`config.mk`:
```
export PLATFORM = sky130hd
export DESIGN_NAME = uart_rx_core
export DESIGN_NICKNAME = d
export VERILOG_FILES = /design/src/rtl/uart_rx_pkg.sv /design/src/rtl/uart_rx_ctrl.sv /design/src/rtl/uart_rx_datapath.sv /design/src/rtl/uart_rx_core.sv
export SDC_FILE = /design/constraint.sdc
export NUM_CORES = 1
export LEC_CHECK = 0
export ABC_AREA = 1
export ABC_CLOCK_PERIOD_IN_PS = 3900
export CORE_MARGIN = 2
export CORE_UTILIZATION = 62
export DETAILED_ROUTE_END_ITERATION = 12
export GPL_TIMING_DRIVEN = 0
export PLACE_DENSITY_LB_ADDON = 0.05
export SYNTH_ARGS = -nofsm -noshare
export SYNTH_HDL_FRONTEND = slang
export SYNTH_SLANG_ARGS = --single-unit
export TNS_END_PERCENT = 1
```
`constraint.sdc`:
```
create_clock -name clk -period 3.9 [get_ports clk]
set_input_delay 0.78 -clock clk [delete_from_list [all_inputs] [get_ports clk]]
set_output_delay 0.78 -clock clk [all_outputs]
set_load 0.05 [all_outputs]
```
`src/rtl/uart_rx_pkg.sv`:
```
package uart_rx_pkg;
  localparam int PAR_NONE = 0;
  localparam int PAR_EVEN = 1;
  localparam int PAR_ODD  = 2;

  typedef enum logic [2:0] {
    ST_IDLE, ST_START, ST_DATA, ST_PARITY, ST_STOP
  } rxState_e;

  typedef struct packed {
    logic frameBegin;
    logic sampleData;
    logic sampleParity;
    logic finishFrame;
  } rxStrobe_t;
endpackage

```
`src/rtl/uart_rx_ctrl.sv`:
```
module uart_rx_ctrl
  import uart_rx_pkg::*;
#(
  parameter int DATA_BITS   = 8,
  parameter int PARITY_MODE = PAR_EVEN,
  parameter int OVERSAMPLE  = 16
) (
  input  logic      clk,
  input  logic      rstN,
  input  logic      baudTick,
  input  logic      rxSync,
  output rxStrobe_t strobe
);
  localparam int CNT_W = $clog2(OVERSAMPLE);
  localparam int BIT_W = $clog2(DATA_BITS + 1);
  localparam logic [CNT_W-1:0] HALF_LAST = CNT_W'(OVERSAMPLE / 2 - 1);
  localparam logic [CNT_W-1:0] FULL_LAST = CNT_W'(OVERSAMPLE - 1);
  localparam logic [BIT_W-1:0] LAST_BIT  = BIT_W'(DATA_BITS - 1);
  localparam bit HAS_PARITY = (PARITY_MODE != PAR_NONE);

  rxState_e         state;
  logic [CNT_W-1:0] tickCnt;
  logic [BIT_W-1:0] bitIdx;
  logic             rxPrev;
  logic             midStart, bitEnd;

  assign midStart = (state == ST_START) && baudTick && (tickCnt == HALF_LAST);
  assign bitEnd   = baudTick && (tickCnt == FULL_LAST);

  always_comb begin
    strobe              = '0;
    strobe.frameBegin   = midStart && !rxSync;
    strobe.sampleData   = (state == ST_DATA) && bitEnd;
    strobe.sampleParity = (state == ST_PARITY) && bitEnd;
    strobe.finishFrame  = (state == ST_STOP) && bitEnd;
  end

  always_ff @(posedge clk or negedge rstN) begin
    if (!rstN) begin
      state   <= ST_IDLE;
      tickCnt <= '0;
      bitIdx  <= '0;
      rxPrev  <= 1'b1;
    end else begin
      rxPrev <= rxSync;
      case (state)
        ST_IDLE: begin
          if (rxPrev && !rxSync) begin
            state   <= ST_START;
            tickCnt <= '0;
          end
        end
        ST_START: begin
          if (midStart) begin
            tickCnt <= '0;
            bitIdx  <= '0;
            state   <= rxSync ? ST_IDLE : ST_DATA;
          end else if (baudTick) begin
            tickCnt <= tickCnt + 1'b1;
          end
        end
        ST_DATA: begin
          if (bitEnd) begin
            tickCnt <= '0;
            if (bitIdx == LAST_BIT) state <= HAS_PARITY ? ST_PARITY : ST_STOP;
            else bitIdx <= bitIdx + 1'b1;
          end else if (baudTick) begin
            tickCnt <= tickCnt + 1'b1;
          end
        end
        ST_PARITY: begin
          if (bitEnd) begin
            tickCnt <= '0;
            state   <= ST_STOP;
          end else if (baudTick) begin
            tickCnt <= tickCnt + 1'b1;
          end
        end
        ST_STOP: begin
          if (bitEnd) begin
            tickCnt <= '0;
            state   <= ST_IDLE;
          end else if (baudTick) begin
            tickCnt <= tickCnt + 1'b1;
          end
        end
        default: state <= ST_IDLE;
      endcase
    end
  end

  // at most one datapath action per cycle
  p_strobe_onehot_r2: assert property (@(posedge clk) disable iff (!rstN)
    $onehot0(strobe));

  // a start bit seen high at its mid-point sends the engine back to hunting
  p_glitch_reject_r9: assert property (@(posedge clk) disable iff (!rstN)
    (midStart && rxSync) |=> (state == ST_IDLE));
endmodule

```
`src/rtl/uart_rx_datapath.sv`:
```
module uart_rx_datapath
  import uart_rx_pkg::*;
#(
  parameter int DATA_BITS   = 8,
  parameter int PARITY_MODE = PAR_EVEN,
  parameter int OVERSAMPLE  = 16
) (
  input  logic                 clk,
  input  logic                 rstN,
  input  logic                 baudTick,
  input  logic                 rxIn,
  input  logic                 hostRead,
  input  logic                 hostClear,
  input  rxStrobe_t            strobe,
  output logic                 rxSync,
  output logic [DATA_BITS-1:0] rxData,
  output logic                 readReady,
  output logic                 frameErr,
  output logic                 parityErr,
  output logic                 overrun,
  output logic                 breakDet
);
  localparam bit HAS_PARITY = (PARITY_MODE != PAR_NONE);
  localparam bit ODD_PAR    = (PARITY_MODE == PAR_ODD);
  localparam int FRAME_BITS = DATA_BITS + 2 + (HAS_PARITY ? 1 : 0);
  localparam int BRK_LIMIT  = FRAME_BITS * OVERSAMPLE;
  localparam int LOW_W      = $clog2(BRK_LIMIT + 2);
  localparam logic [LOW_W-1:0] LOW_AT_LIMIT = LOW_W'(BRK_LIMIT);
  localparam logic [LOW_W-1:0] LOW_SAT      = LOW_W'(BRK_LIMIT + 1);

  logic [1:0]           syncQ;
  logic [DATA_BITS-1:0] shiftReg;
  logic                 parAcc, parBad;
  logic [LOW_W-1:0]     lowCnt;
  logic                 brkSet, ovrSet, feSet, peSet;

  assign rxSync = syncQ[1];

  always_ff @(posedge clk or negedge rstN) begin
    if (!rstN) syncQ <= 2'b11;
    else       syncQ <= {syncQ[0], rxIn};
  end

  always_ff @(posedge clk or negedge rstN) begin
    if (!rstN) begin
      shiftReg <= '0;
      parAcc   <= 1'b0;
      parBad   <= 1'b0;
    end else begin
      if (strobe.frameBegin) begin
        parAcc <= 1'b0;
        parBad <= 1'b0;
      end
      if (strobe.sampleData) begin
        shiftReg <= {rxSync, shiftReg[DATA_BITS-1:1]};
        parAcc   <= parAcc ^ rxSync;
      end
      if (strobe.sampleParity)
        parBad <= HAS_PARITY && ((parAcc ^ rxSync) ^ ODD_PAR);
    end
  end

  assign ovrSet = strobe.finishFrame && readReady && !hostRead;
  assign feSet  = strobe.finishFrame && !rxSync;
  assign peSet  = strobe.finishFrame && parBad;
  assign brkSet = baudTick && !rxSync && (lowCnt == LOW_AT_LIMIT);

  always_ff @(posedge clk or negedge rstN) begin
    if (!rstN) lowCnt <= '0;
    else if (rxSync) lowCnt <= '0;
    else if (baudTick && lowCnt != LOW_SAT) lowCnt <= lowCnt + 1'b1;
  end

  always_ff @(posedge clk or negedge rstN) begin
    if (!rstN) begin
      rxData    <= '0;
      readReady <= 1'b0;
      frameErr  <= 1'b0;
      parityErr <= 1'b0;
      overrun   <= 1'b0;
      breakDet  <= 1'b0;
    end else begin
      if (strobe.finishFrame) rxData <= shiftReg;
      if (strobe.finishFrame) readReady <= 1'b1;
      else if (hostRead)      readReady <= 1'b0;
      if (feSet)          frameErr <= 1'b1;
      else if (hostClear) frameErr <= 1'b0;
      if (peSet)          parityErr <= 1'b1;
      else if (hostClear) parityErr <= 1'b0;
      if (ovrSet)         overrun <= 1'b1;
      else if (hostClear) overrun <= 1'b0;
      if (brkSet)         breakDet <= 1'b1;
      else if (hostClear) breakDet <= 1'b0;
    end
  end

  p_ready_on_finish_r2: assert property (@(posedge clk) disable iff (!rstN)
    strobe.finishFrame |=> readReady);
  p_overrun_flag_r3: assert property (@(posedge clk) disable iff (!rstN)
    (strobe.finishFrame && readReady && !hostRead) |=> overrun);
  p_read_clears_r4: assert property (@(posedge clk) disable iff (!rstN)
    (hostRead && !strobe.finishFrame) |=> !readReady);
  p_parity_at_finish_r6: assert property (@(posedge clk) disable iff (!rstN)
    $rose(parityErr) |-> $past(strobe.finishFrame));
  p_break_needs_low_r7: assert property (@(posedge clk) disable iff (!rstN)
    $rose(breakDet) |-> !$past(rxSync));
  p_sticky_frame_r8: assert property (@(posedge clk) disable iff (!rstN)
    (frameErr && !hostClear) |=> frameErr);
endmodule

```
`src/rtl/uart_rx_core.sv`:
```
module uart_rx_core
  import uart_rx_pkg::*;
#(
  parameter int DATA_BITS   = 8,
  parameter int PARITY_MODE = PAR_EVEN,
  parameter int OVERSAMPLE  = 16
) (
  input  logic                 clk,
  input  logic                 rstN,
  input  logic                 baudTick,
  input  logic                 rxIn,
  input  logic                 hostRead,
  input  logic                 hostClear,
  output logic [DATA_BITS-1:0] rxData,
  output logic                 readReady,
  output logic                 frameErr,
  output logic                 parityErr,
  output logic                 overrun,
  output logic                 breakDet
);
  rxStrobe_t strobe;
  logic      rxSync;

  uart_rx_ctrl #(
    .DATA_BITS(DATA_BITS), .PARITY_MODE(PARITY_MODE), .OVERSAMPLE(OVERSAMPLE)
  ) i_ctrl (
    .clk(clk), .rstN(rstN), .baudTick(baudTick), .rxSync(rxSync), .strobe(strobe)
  );

  uart_rx_datapath #(
    .DATA_BITS(DATA_BITS), .PARITY_MODE(PARITY_MODE), .OVERSAMPLE(OVERSAMPLE)
  ) i_datapath (
    .clk(clk), .rstN(rstN), .baudTick(baudTick), .rxIn(rxIn),
    .hostRead(hostRead), .hostClear(hostClear), .strobe(strobe),
    .rxSync(rxSync), .rxData(rxData), .readReady(readReady),
    .frameErr(frameErr), .parityErr(parityErr), .overrun(overrun),
    .breakDet(breakDet)
  );
endmodule

```
==> impl_metrics.yaml <==
detailed_routing:
  drtIter0Drc: 99
  wire_per_inst_um: 12.22
  firstDrtPassIters: 4
  routed-wl-met3_um: 148
  drcViolationCount: 0
  drtAntennaViolNets: 0
  route.met2.wl_mm: 2.067
  vias: 1856
  wl_met1_mm: 2.058
  wl_mm: 4.361
  drt-vias-per-instance: 5.199
  top_layer_used: "met4"
synthesis:
  synth_top_family_by_area: "simple AND/OR/NAND/NOR gates"
  yosys_warnings: 0
  syn_area_mm2: 0.002386
  ys_ff_latch: 45
  synth-simple-area-share: 0.2973
  synthAdderAreaFrac: 0.02622
  synthDistinctLibCells: 31
  synthXorXnorAreaFrac: 0.02937
  seq_area_frac_synth: 0.4735
  post_synth.cell_area_avg_um2: 8.461
  synth-compound-area-share: 0.09596
  synth_mux_area_frac: 0
  syn_inst: 282
  synth_nets: 293
floorplan:
  core_mm2: 0.003689
  die_y_um: 66.04
  io_pins: 19
  rows: 22
  fp.dieW_um: 66.04
  dieArea_mm2: 0.004361
  initial_core_util: 0.6469
final_layout:
  fin_util: 0.7483
  mostFrequentLayoutCells: "71 x nand2_1, 42 x dfrtp_1, 40 x nand3_1, 29 x inv_1, 17 x clkdlybuf4s50_1"
  layout_commonest_cell: "nand2_1"
  finalNetCount: 319
  diodes: 0
  drive_gt1_frac: 0.1877
  stdcell_area_mm2: 0.002760
  syn_to_final_growth_pct: 15.68
pwr:
  p_per_area_mw_per_mm2: 455.9
  p_leak_nw: 1.356
  p_total_mw: 1.258
  vdd_drop_max_mv: 0.2676
setup_path:
  path_max_fanout: 2
  required_ns: 3.12
  cpPeakStageDelay_ns: 0.81
  critical_path.top_delay_family: "buffers and inverters"
  endpoint_kind: "primary output"
  crit_chain: "clkdlybuf4s50_1"
  crit_type: "reg -> out"
  arrival_ns: 1.50
  critical_path.slowest_cell: "clkdlybuf4s50_1"
  start_kind: "flip-flop"
  timing.critical_path.buf_inv: 1
clocking:
  cts_buffer_depth: 2
  cts_hold_buffers: 0
  clk_latency_ns: 0.31
  clock_sinks: 45
  clkSlewWorstSetupHoldPaths_ns: 0.09
  post_cts_buffers: 0
  cts_tree: "yes"
  root_buffer: "clkbuf_8"
  cts_buffers: 5
  cts-htree-levels: 2
  cts_resized: 0
min_path:
  min_path_type: "reg -> reg"
global_routing:
  antenna_found_initial: 0
  overflow: 0
  grt_pass1_wl_mm: 7.872
  grt_pass1_vias: 1811
  grt.total_usage: 0.2366
  grt_max_degree: 31
flow_run:
  drv_cap: 0
placed_design:
  io_buffers: 18
  post_dp_cell_area_mm2: 0.002641
  post-dp-hpwl_mm: 3.140
  globalplace.congestion: 0.9008
timing:
  skew_ns: 0.006592
  setup-tns-final_ns: 0
  finalSetupViolations: 0
  finalHoldViolations: 0
  rsz0062_at_grt: "false"
  drv_slew: 0
  max-slew-margin-rel: 0.6524
  fmaxAchievable_ghz: 0.4383
  min_period_ns: 2.282
  worstMarginPinSlew_ns: 0.5159
  period_share: 0.5851
run_status:
  outcome: "finished clean"
[cell usage after synthesis]
cell	number	share of area
nor2_4	2	0.0094
nand3b_1	3	0.0094
nor3_2	1	0.0042
dfstp_2	3	0.033
o21ai_2	14	0.051
buf_1	1	0.0016
dfrtp_1	42	0.44
clkinv_1	2	0.0031
o21ai_1	1	0.0021
inv_1	29	0.046
nand2_4	2	0.0094
or2_1	1	0.0026
o211ai_1	2	0.0063
o21ai_0	6	0.013
xnor2_1	3	0.011
o22ai_1	1	0.0026
nand3_1	40	0.084
a21oi_1	2	0.0042
o22ai_2	2	0.010
nand2_2	7	0.018
xor2_1	5	0.018
nor2_2	2	0.0052
nor2_1	12	0.019
nand2_1	71	0.11
o21bai_1	2	0.0063
nand3_2	2	0.0084
buf_2	1	0.0021
buf_6	2	0.0094
nand4_1	6	0.016
inv_2	10	0.016
ha_1	5	0.026
[worst paths after layout]
path | depth (start not counted) | from | endpoint | slack [ns]
max reg2reg | 8 | i_ctrl.tickCnt[0] | i_datapath.overrun | 2.38
min | 0 | i_datapath.syncQ[0] | i_datapath.syncQ[1] | 0.37
max in group asynchronous | 2 | rstN | i_datapath.syncQ[1] | 2.97
min in group asynchronous | 1 | rstN | i_ctrl.tickCnt[2] | 0.38
min reg2reg | 0 | i_datapath.syncQ[0] | i_datapath.syncQ[1] | 0.37
max | 1 | i_datapath.overrun | overrun | 1.62
[report_power, final]
| group | total, mW | switching (mW) | internal (mW) |
|---|---|---|---|
| Clock | 0.371 | 0.175 | 0.196 |
| Sequential | 0.555 | 0.0498 | 0.505 |
| Combinational | 0.332 | 0.215 | 0.117 |
| Total | 1.26 | 0.440 | 0.818 |
[cell type report]
class	count	area [um2]
clock inverters	3	50.05
multi-input cells	192	1071
repair buffers	19	195.2
fillers	273	928.4
plain buffers	4	31.28
flip-flops and latches	45	1130
clock buffers	5	68.82
inverters	41	153.9
well taps	48	60.06
[state kept, by name, indices dropped and copies added (netlist names), 2 cells and up]
name                 count
i_datapath.lowCnt        8
i_datapath.rxData        8
i_datapath.shiftReg      8
i_ctrl.bitIdx            4
i_ctrl.tickCnt           4
i_ctrl.state             3
i_datapath.syncQ         2
[per-stage QoR]
stage / setup WS [ns] / cells / hold WS, ns
6_report: 1.618 / 357 / 0.3656
5_1_grt: 1.575 / 357 / 0.3699
4_1_cts: 1.612 / 357 / 0.3646
3_5_place_dp: 1.748 / 349 / 0.3509
3_3_place_gp: 0.7867 / 348 / 0.3462
2_1_floorplan: 2.345 / 282 / 0.3452
[metal layers]
layer	vias to the layer above	GRT usage
li1	960	-
met1	862	0.3092
met2	24	0.3838
met3	10	0.05111
met4	0	0.09694
met5	-	0
[cell families (layout without fill, tap and decap cells)]
family,count (synthesis),in the layout
AOI/OAI and AO/OA,30,30
xor gates and xnor gates,8,8
and+or+nand+nor,149,149
DFF,45,45
adders and majority gates,5,5
buffers and inverters,45,72
Note: power is estimated with default switching activity, not from simulation.
